## src/rtl/virq_pkg.sv

```systemverilog
package virq_pkg;

    typedef enum logic [1:0] {
        P_IDLE = 2'd0,
        P_PEND = 2'd1,
        P_VEC  = 2'd2
    } per_state_t;

    typedef enum logic [1:0] {
        C_EXEC = 2'd0,
        C_ACK  = 2'd1,
        C_ISR  = 2'd2
    } cpu_state_t;

    localparam int CTRL_EN_BIT  = 0;
    localparam int CTRL_TBL_BIT = 1;
    localparam int CTRL_OVR_BIT = 2;

endpackage

```

## src/rtl/virq_periph.sv

```systemverilog
module virq_periph
    import virq_pkg::*;
#(
    parameter int DW        = 8,
    parameter int AW        = 16,
    parameter int DATA_ADDR = 16'h8000,
    parameter int CTRL_ADDR = 16'h8001,
    parameter int VEC_ADDR  = 16,
    parameter int TBL_INDEX = 5
) (
    input  logic          clk,
    input  logic          rst_n,
    input  logic [DW-1:0] din,
    input  logic          din_stb,
    input  logic          bus_sel,
    input  logic          bus_we,
    input  logic [AW-1:0] bus_addr,
    input  logic [DW-1:0] bus_wdata,
    input  logic          inta_i,
    output logic [DW-1:0] rdata_o,
    output logic          drive_o,
    output logic          irq_o,
    output logic          table_mode_o,
    output logic          overrun_o
);

    localparam logic [AW-1:0] DATA_A = AW'(DATA_ADDR);
    localparam logic [AW-1:0] CTRL_A = AW'(CTRL_ADDR);
    localparam logic [DW-1:0] VEC_W  = DW'(VEC_ADDR);
    localparam logic [DW-1:0] IDX_W  = DW'(TBL_INDEX);

    per_state_t    state_q, state_d;
    logic [DW-1:0] data_q;
    logic          ovr_q;
    logic          en_q;
    logic          tbl_q;

    logic rd_data_hit;
    logic rd_ctrl_hit;
    logic wr_ctrl_hit;
    logic held;

    assign rd_data_hit = bus_sel && !bus_we && !inta_i && (bus_addr == DATA_A);
    assign rd_ctrl_hit = bus_sel && !bus_we && !inta_i && (bus_addr == CTRL_A);
    assign wr_ctrl_hit = bus_sel && bus_we && (bus_addr == CTRL_A);
    assign held        = (state_q != P_IDLE);

    // next-state logic
    always_comb begin
        state_d = state_q;
        unique case (state_q)
            P_IDLE: begin
                if (din_stb) state_d = P_PEND;
            end
            P_PEND: begin
                if (din_stb)          state_d = P_PEND;
                else if (rd_data_hit) state_d = P_IDLE;
                else if (inta_i)      state_d = P_VEC;
            end
            P_VEC: begin
                if (din_stb)          state_d = P_PEND;
                else if (rd_data_hit) state_d = P_IDLE;
            end
            default: state_d = P_IDLE;
        endcase
    end

    // state register
    always_ff @(posedge clk or negedge rst_n) begin
        if (!rst_n) state_q <= P_IDLE;
        else        state_q <= state_d;
    end

    // registered outputs and held data
    always_ff @(posedge clk or negedge rst_n) begin
        if (!rst_n) begin
            data_q <= '0;
            ovr_q  <= 1'b0;
            en_q   <= 1'b1;
            tbl_q  <= 1'b0;
        end else begin
            if (din_stb) data_q <= din;
            if (din_stb && held && !rd_data_hit) ovr_q <= 1'b1;
            else if (rd_data_hit)                ovr_q <= 1'b0;
            if (wr_ctrl_hit) begin
                en_q  <= bus_wdata[CTRL_EN_BIT];
                tbl_q <= bus_wdata[CTRL_TBL_BIT];
            end
        end
    end

    // combinational outputs
    always_comb begin
        irq_o        = held && en_q;
        drive_o      = inta_i && held;
        table_mode_o = tbl_q;
        overrun_o    = ovr_q;
        rdata_o      = '0;
        if (drive_o) begin
            rdata_o = tbl_q ? IDX_W : VEC_W;
        end else if (rd_data_hit) begin
            rdata_o = data_q;
        end else if (rd_ctrl_hit) begin
            rdata_o[CTRL_EN_BIT]  = en_q;
            rdata_o[CTRL_TBL_BIT] = tbl_q;
            rdata_o[CTRL_OVR_BIT] = ovr_q;
        end
    end

    AST_INT_AFTER_STROBE: assert property (@(posedge clk) disable iff (!rst_n)
        (din_stb && en_q && !wr_ctrl_hit) |=> irq_o);
    AST_INT_HELD_UNTIL_READ: assert property (@(posedge clk) disable iff (!rst_n)
        (irq_o && !rd_data_hit && !wr_ctrl_hit) |=> irq_o);
    AST_OVR_CAUSE: assert property (@(posedge clk) disable iff (!rst_n)
        $rose(overrun_o) |-> $past(din_stb && held));
    AST_READ_CLEARS_OVR: assert property (@(posedge clk) disable iff (!rst_n)
        (rd_data_hit && !din_stb) |=> !overrun_o);

endmodule

```

## src/rtl/virq_cpu_model.sv

```systemverilog
module virq_cpu_model
    import virq_pkg::*;
#(
    parameter int DW         = 8,
    parameter int PCW        = 16,
    parameter int INSTR_CYC  = 4,
    parameter int RESET_PC   = 100,
    parameter int TBL_BASE   = 16'h0200,
    parameter int TBL_STRIDE = 4,
    parameter int TBL_DEPTH  = 256
) (
    input  logic           clk,
    input  logic           rst_n,
    input  logic           irq_i,
    input  logic           table_mode_i,
    input  logic [DW-1:0]  bus_i,
    input  logic           isr_ret_i,
    output logic           inta_o,
    output logic [PCW-1:0] pc_o
);

    localparam int             CW   = (INSTR_CYC > 1) ? $clog2(INSTR_CYC) : 1;
    localparam int             IDXW = (TBL_DEPTH > 1) ? $clog2(TBL_DEPTH) : 1;
    localparam logic [CW-1:0]  LAST = CW'(INSTR_CYC - 1);
    localparam logic [PCW-1:0] RPC  = PCW'(RESET_PC);

    cpu_state_t     state_q, state_d;
    logic [CW-1:0]  cnt_q;
    logic [PCW-1:0] pc_q;
    logic [PCW-1:0] saved_q;
    logic           at_end;

    assign at_end = (cnt_q == LAST);

    function automatic logic [PCW-1:0] isr_target(input logic [DW-1:0] v, input logic tbl);
        logic [IDXW-1:0] idx;
        idx = IDXW'(v);
        if (tbl) isr_target = PCW'(TBL_BASE) + PCW'(idx) * PCW'(TBL_STRIDE);
        else     isr_target = PCW'(v);
    endfunction

    always_comb begin
        state_d = state_q;
        unique case (state_q)
            C_EXEC:  if (at_end && irq_i) state_d = C_ACK;
            C_ACK:   state_d = C_ISR;
            C_ISR:   if (isr_ret_i) state_d = C_EXEC;
            default: state_d = C_EXEC;
        endcase
    end

    always_ff @(posedge clk or negedge rst_n) begin
        if (!rst_n) state_q <= C_EXEC;
        else        state_q <= state_d;
    end

    always_ff @(posedge clk or negedge rst_n) begin
        if (!rst_n) begin
            cnt_q   <= '0;
            pc_q    <= RPC;
            saved_q <= RPC;
        end else begin
            unique case (state_q)
                C_EXEC: begin
                    if (at_end) begin
                        cnt_q <= '0;
                        if (irq_i) saved_q <= pc_q;
                        else       pc_q    <= pc_q + 1'b1;
                    end else begin
                        cnt_q <= cnt_q + 1'b1;
                    end
                end
                C_ACK: begin
                    pc_q <= isr_target(bus_i, table_mode_i);
                end
                C_ISR: begin
                    if (isr_ret_i) begin
                        pc_q  <= saved_q + 1'b1;
                        cnt_q <= '0;
                    end
                end
                default: cnt_q <= '0;
            endcase
        end
    end

    assign inta_o = (state_q == C_ACK);
    assign pc_o   = pc_q;

    AST_ACK_ONE_CYCLE: assert property (@(posedge clk) disable iff (!rst_n)
        inta_o |=> !inta_o);
    AST_ACK_AT_BOUNDARY: assert property (@(posedge clk) disable iff (!rst_n)
        $rose(inta_o) |-> $past(irq_i && at_end));
    AST_PC_HOLDS_MID_INSTR: assert property (@(posedge clk) disable iff (!rst_n)
        (state_q == C_EXEC && !at_end) |=> $stable(pc_o));
    AST_RETURN_PC: assert property (@(posedge clk) disable iff (!rst_n)
        (state_q == C_ISR && isr_ret_i) |=> (pc_o == $past(saved_q) + 1'b1));

endmodule

```

## src/rtl/vec_irq_sys.sv

```systemverilog
module vec_irq_sys #(
    parameter int DW         = 8,
    parameter int AW         = 16,
    parameter int PCW        = 16,
    parameter int DATA_ADDR  = 16'h8000,
    parameter int CTRL_ADDR  = 16'h8001,
    parameter int VEC_ADDR   = 16,
    parameter int TBL_INDEX  = 5,
    parameter int TBL_BASE   = 16'h0200,
    parameter int TBL_STRIDE = 4,
    parameter int TBL_DEPTH  = 256,
    parameter int INSTR_CYC  = 4,
    parameter int RESET_PC   = 100
) (
    input  logic           clk,
    input  logic           rst_n,
    input  logic [DW-1:0]  din,
    input  logic           din_stb,
    input  logic           bus_sel,
    input  logic           bus_we,
    input  logic [AW-1:0]  bus_addr,
    input  logic [DW-1:0]  bus_wdata,
    output logic [DW-1:0]  bus_rdata,
    output logic           irq_int,
    output logic           irq_ack,
    output logic           vec_drive,
    output logic           overrun,
    input  logic           isr_ret,
    output logic [PCW-1:0] pc
);

    logic table_mode;

    virq_periph #(
        .DW(DW), .AW(AW), .DATA_ADDR(DATA_ADDR), .CTRL_ADDR(CTRL_ADDR),
        .VEC_ADDR(VEC_ADDR), .TBL_INDEX(TBL_INDEX)
    ) u_periph (
        .clk(clk), .rst_n(rst_n), .din(din), .din_stb(din_stb),
        .bus_sel(bus_sel), .bus_we(bus_we), .bus_addr(bus_addr),
        .bus_wdata(bus_wdata), .inta_i(irq_ack), .rdata_o(bus_rdata),
        .drive_o(vec_drive), .irq_o(irq_int), .table_mode_o(table_mode),
        .overrun_o(overrun)
    );

    virq_cpu_model #(
        .DW(DW), .PCW(PCW), .INSTR_CYC(INSTR_CYC), .RESET_PC(RESET_PC),
        .TBL_BASE(TBL_BASE), .TBL_STRIDE(TBL_STRIDE), .TBL_DEPTH(TBL_DEPTH)
    ) u_cpu (
        .clk(clk), .rst_n(rst_n), .irq_i(irq_int), .table_mode_i(table_mode),
        .bus_i(bus_rdata), .isr_ret_i(isr_ret), .inta_o(irq_ack), .pc_o(pc)
    );

    AST_VEC_ONLY_IN_ACK: assert property (@(posedge clk) disable iff (!rst_n)
        vec_drive |-> irq_ack);
    AST_ACK_HAS_REQUEST: assert property (@(posedge clk) disable iff (!rst_n)
        irq_ack |-> vec_drive);

endmodule

```

## config.mk

```make
export PLATFORM = sky130hd
export DESIGN_NAME = vec_irq_sys
export DESIGN_NICKNAME = d
export VERILOG_FILES = /design/src/rtl/virq_pkg.sv /design/src/rtl/virq_periph.sv /design/src/rtl/virq_cpu_model.sv /design/src/rtl/vec_irq_sys.sv
export SDC_FILE = /design/constraint.sdc
export NUM_CORES = 1
export LEC_CHECK = 0
export BUFFER_PORTS_ARGS = -buffer_cell sky130_fd_sc_hd__buf_2
export CORE_MARGIN = 2
export CORE_UTILIZATION = 40
export CTS_BUF_LIST = sky130_fd_sc_hd__clkbuf_8
export DETAILED_ROUTE_END_ITERATION = 7
export SLEW_MARGIN = 20
export SYNTH_ARGS = -nofsm -noshare
export SYNTH_HDL_FRONTEND = slang
export SYNTH_SLANG_ARGS = --single-unit
```

## constraint.sdc

```tcl
create_clock -name clk -period 3 [get_ports clk]
set_input_delay 0.15 -clock clk [delete_from_list [all_inputs] [get_ports clk]]
set_output_delay 0.15 -clock clk [all_outputs]
set_load 0.02 [all_outputs]
```

Yosys cells after proc, flatten, opt, wreduce, memory -nomap -nowiden. Cells that the tools add are included.

Register bits: 49. Memory bits (read-only): 0. Output and inout port bits: 28. Memories: 0. Memory bits (writable): 0. Input port bits: 38. Logic and storage cells: 76. Latch bits: 0.

Bitwise gates (word level): 1. $lt $le $gt $ge: 0. Shift operators: 0. Muxes and demuxes: 24. Add/subtract/negate cells: 4. Multiply operators: 0. Reductions and logical operators: 24. Equal/unequal tests: 14. Divide/modulo/power cells: 0.

Operators with widths (number): $mux 16 (4); $pmux 16 s3 (1); $add 16x1->16 const B (2); $eq 16x16->1 const B (2); $mux 2 (9); $pmux 2 s3 (3); $add 10x10->11 const A (1); $logic_and 1x1->1 (11); $mux 5 (2); $mux 8 (1); $eq 2x2->1 const B (3); $mux 3 (2); $ne 2x2->1 const B (3); $reduce_and 3->1 (2); $eq 2x1->1 const B (2); $logic_not 2->1 (2); $ne 2x1->1 const B (2); $ne 4x2->1 const B (1); $reduce_and 2->1 (2); $reduce_and 4->1 (1); $reduce_bool 2->1 (2); $logic_not 1->1 (3); $ne 3x2->1 const B (1); $reduce_bool 3->1 (1); other kinds (3) (4).

Logic depth before layout (Yosys ltp).
Depth after elaboration: 10. Mapped depth: 13. Mapped depth without buffers: 10.

Modules after synthesis. From an unflattened synthesis, not the netlist that was laid out.

Cell total of the unflattened synthesis: 293. Area, all modules: 2987.9 um^2.

By module, submodules not included: virq_cpu_model (area an instance 2257.2 um^2, seq. area each 908.4 um^2, cells an instance 227, instances 1); virq_periph (area an instance 730.7 um^2, seq. area each 326.6 um^2, cells an instance 66, instances 1).

Worst setup path after synthesis. Ideal clock, no wire load.

Path kind: register to register. Start point: reg u_cpu.state_q[1]. End point: reg u_cpu.pc_q[12], in the netlist u_cpu.pc_o[12]. Path buffers: 2. Setup slack: 0.548 ns. Stages on the path, launching flop included: 11. Arrival time: 2.322 ns. Library setup time: 0.130 ns. Required time: 2.870 ns. Clock period less this slack: 2.452 ns. Cells stage by stage: dfrtp_1 > nor2b_1 > buf_2 > clkbuf_1 > nand2_1 > nand2_1 > ha_1 > nor4b_4 > nand4_2 > a211oi_2 > o22ai_1.

Cells in the longest elaborated chain, start to end: 3. Elaborated cells between the ends (all ways): 9. Classes of those cells: 5 x eq/ne; 1 x mux; 3 x reduce/logical.

Ends and longest elaborated chain: start, declared (RTL line virq_cpu_model.sv:27) `cpu_state_t state_q, state_d;`; start signal, assigned (RTL line virq_cpu_model.sv:54) `else state_q <= state_d;`; $eq 2x2->1, or another cell as far along (RTL line virq_cpu_model.sv:63) `unique case (state_q)`; $ne 2x2->1 (no source line), or another cell as far along; $reduce_and 4->1 (no source line); end signal, assigned (RTL line virq_cpu_model.sv:68) `else pc_q <= pc_q + 1'b1;`; end signal, assigned (RTL line virq_cpu_model.sv:74) `pc_q <= isr_target(bus_i, table_mode_i);`; end signal, assigned (RTL line virq_cpu_model.sv:78) `pc_q <= saved_q + 1'b1;`; end, declared (RTL line virq_cpu_model.sv:29) `logic [PCW-1:0] pc_q;`.

Several ways; a longest one is shown, not always the timed one. A chain may end at the register's enable or synchronous reset.

Worst setup path after layout.
Start point: reg u_cpu.state_q[0]. End point: reg u_cpu.pc_q[15], in the netlist u_cpu.pc_o[15].

Same word-level chain as after synthesis.

==> results_dict.tcl <==
set metrics [dict create \
    outcome "complete, no violations" \
    synthCells 303 \
    p_leak_nw 1.63 \
    met1_length_mm 3.27 \
    rr_worst_depth 7 \
    portBuffers 59 \
    area_growth_pct 18.9 \
    dr_total_vias 2399 \
    grt_pass1_wl_mm 10.8 \
    hold_viol 0 \
    power_density_nw_per_um2 578 \
    synth_edf_count 0 \
    drt_iter0_drc 156 \
    wl_per_cell_um 15.0 \
    diodes 0 \
    register_area_sq_um 1230 \
    place_ws_ns 0.528 \
    synth_seq_cells 49 \
    slew_headroom 0.564 \
    nFillCells 626 \
    endpoint "u_cpu.pc_o[15]" \
    io_pins 66 \
    rows 30 \
    core_sq_um 6720 \
    worstPathArrival_ns 2.69 \
    max_slew.worst_pin.slew_ns 0.651 \
    initial_utilization 0.410 \
    first_global_vias 2185 \
    r2r-start "u_cpu.state_q[0]" \
    die_area_sq_um 7560 \
    die_h_um 87.0 \
    drv_slew 0 \
    grt_util_all_layers 0.180 \
    clock_path_buffers 2 \
    setup_violations 0 \
    finalSetupTns_ns 0 \
    multi_input_area_sq_um 1410 \
    fin_util 0.487 \
    post-route-min-period_ns 2.52 \
    overflow 0 \
    numCtsBuffers 5 \
    clock_skew_ns 0.0113 \
    ys_types 49 \
    async_flop_share 1.00 \
    drt-vias-per-instance 5.39 \
    wl_met2_mm 3.03 \
    critPathMaxFanout 12 \
    top_layer_used "met4" \
    whs_ns 0.0688 \
    synth_area_sq_um 2750 \
    seq_area_frac_synth 0.449 \
    totalWireLength_mm 6.66 \
    dr_wl_met3_um 283 \
    startpoint_type "flip-flop" \
    clockRootBuffer "clkbuf_8" \
    tritoncts "built" \
    die_w_um 87.0 \
    r2r_setup_slack_ns 0.48 \
    insertion_delay_ns 0.30 \
    period_share 0.839 \
    place.gp.congestion 0.784 \
    syn_nets 343 \
    fin_ws_ns 0.482 \
    critPathRequiredTime_ns 3.17 \
    crit_type "reg -> reg" \
    grt_max_degree 50 \
    nNetsFinal 404 \
    final_antenna_net_count 0 \
    yosysWarnings 0 \
    hp-class "in -> reg" \
    clock_sinks 49 \
    timing.fmax_mhz 397 \
    grt_setup_unrepaired "no" \
    endpoint_kind "flip-flop" \
    path_clk_slew_ns 0.10 \
    dr.pass1.iters 4 \
    cap_violations 0 \
    drc_errors 0 \
    hpwl_mm 4.65 \
    htree_levels 2 \
    r2r_end "u_cpu.pc_o[15]" \
    grt_antenna_before_repair 0 \
    drive_gt1_frac 0.274 \
    final_cells 445 \
    cp-startpoint "u_cpu.state_q[0]" \
    synth_ff_type "dfrtp_1" \
    synth.avg_cell_area_sq_um 9.08 \
    ir_drop_uv 257 \
    placed_cells 436 \
    cts_resized 0 \
]
[layer usage]
metal,GRT usage,vias up
met5,0,-
met4,0.0568,0
met3,0.0265,6
met2,0.265,60
met1,0.270,1158
li1,-,1175
[what timing repair did]
action | CTS | global route
hold endpoints to repair | 0 | 42
hold buffers | 0 | 1
buffers inserted | 0 | 0
endpoints found under the setup margin | 0 | 0
[cells by family after synthesis]
logic type	after synthesis	synth area share
adders and majority gates	2	0.00909
buffers and inverters	24	0.0405
DFF	49	0.449
AOI/OAI and AO/OA	60	0.149
and+or+nand+nor	136	0.236
xor gates and xnor gates	13	0.0414
muxes	19	0.0755
[how the worst min path moves through the flow]
stage	startpoint	to	depth (start not counted)	slack, ns
after global routing	din[1]	u_periph.data_q[1]	2	0.06
after floorplan	rst_n	u_cpu.cnt_q[0]	0	-0.15
after detailed placement	din[2]	u_periph.data_q[2]	2	0.39
after CTS	din[2]	u_periph.data_q[2]	2	0.06
after global placement	din[5]	u_periph.data_q[5]	2	0.38
final	din[2]	u_periph.data_q[2]	2	0.07
[registers in the layout, indices dropped and copies added (netlist names)]
register	flops
u_periph.data_q	8
u_periph.state_q	2
u_cpu.pc_o	16
u_periph.en_q	1
u_cpu.cnt_q	2
u_periph.overrun_o	1
u_cpu.state_q	2
u_cpu.saved_q	16
u_periph.table_mode_o	1
[cell usage in the layout, fill, tap and decap left out, types with 2 or more instances in the layout]
cell,instances
a31oi_1,2
nand2_1,78
a22oi_1,4
buf_4,7
and2_1,7
nand3b_1,2
nand4_1,5
mux2i_1,7
mux2_2,11
bufinv_16,2
xnor2_1,5
o21a_1,2
inv_1,12
nor2_1,12
nand3_1,14
o221ai_1,2
o211ai_1,2
a221o_1,2
o21ai_0,19
a22o_1,3
dfrtp_1,42
nor3_1,4
ha_1,2
xor2_1,8
clkbuf_8,5
o21ai_1,4
and3_1,2
buf_2,58
nor4_1,4
dfstp_2,7
a21oi_1,12
[area by class of cell]
| cell class | count | share of cell area |
|---|---|---|
| multi-input cells | 230 | 0.430 |
| flip-flops and latches | 49 | 0.377 |
| repair buffers | 66 | 0.108 |
| well taps | 80 | 0.0306 |
| clock buffers | 5 | 0.0210 |
| clock inverters | 3 | 0.0199 |
| inverters | 12 | 0.0138 |
[stage by stage]
step | power, W | area (sq um)
finish | 0.00189 | 3270
global route | 0.00201 | 3270
CTS | 0.00191 | 3260
detailed placement | 0.00135 | 3130
global placement | 0.00134 | 3130
floorplan | 0.00116 | 2750
[power by group]
group          internal [W]  switching [W]  leakage [nW]
registers          0.000734      0.0000764         0.617
logic              0.000189       0.000332         0.940
clock network      0.000331       0.000229        0.0681
[synthesized netlist by cell type (all sizes together), types with 6 or more instances]
cell type / instances / area (sq um)
nand3: 14 / 70.1
nand2: 78 / 293
dfstp: 7 / 184
mux2: 11 / 124
xor2: 8 / 70.1
nor2: 12 / 45.0
o21ai: 23 / 115
nand4: 6 / 43.8
dfrtp: 42 / 1050
a21oi: 12 / 60.1
clkbuf: 7 / 26.3
inv: 12 / 45.0
and2: 7 / 43.8
mux2i: 8 / 83.8
[critical path, stage by stage, from the launching register on]
cell	delay [ns]
dfrtp_1	0.52
nand2b_4	0.30
buf_4	0.22
mux2i_1	0.45
and3_1	0.36
and4_4	0.27
xnor2_1	0.12
o221ai_1	0.14
No activity file was read; power rests on OpenSTA's default activity.
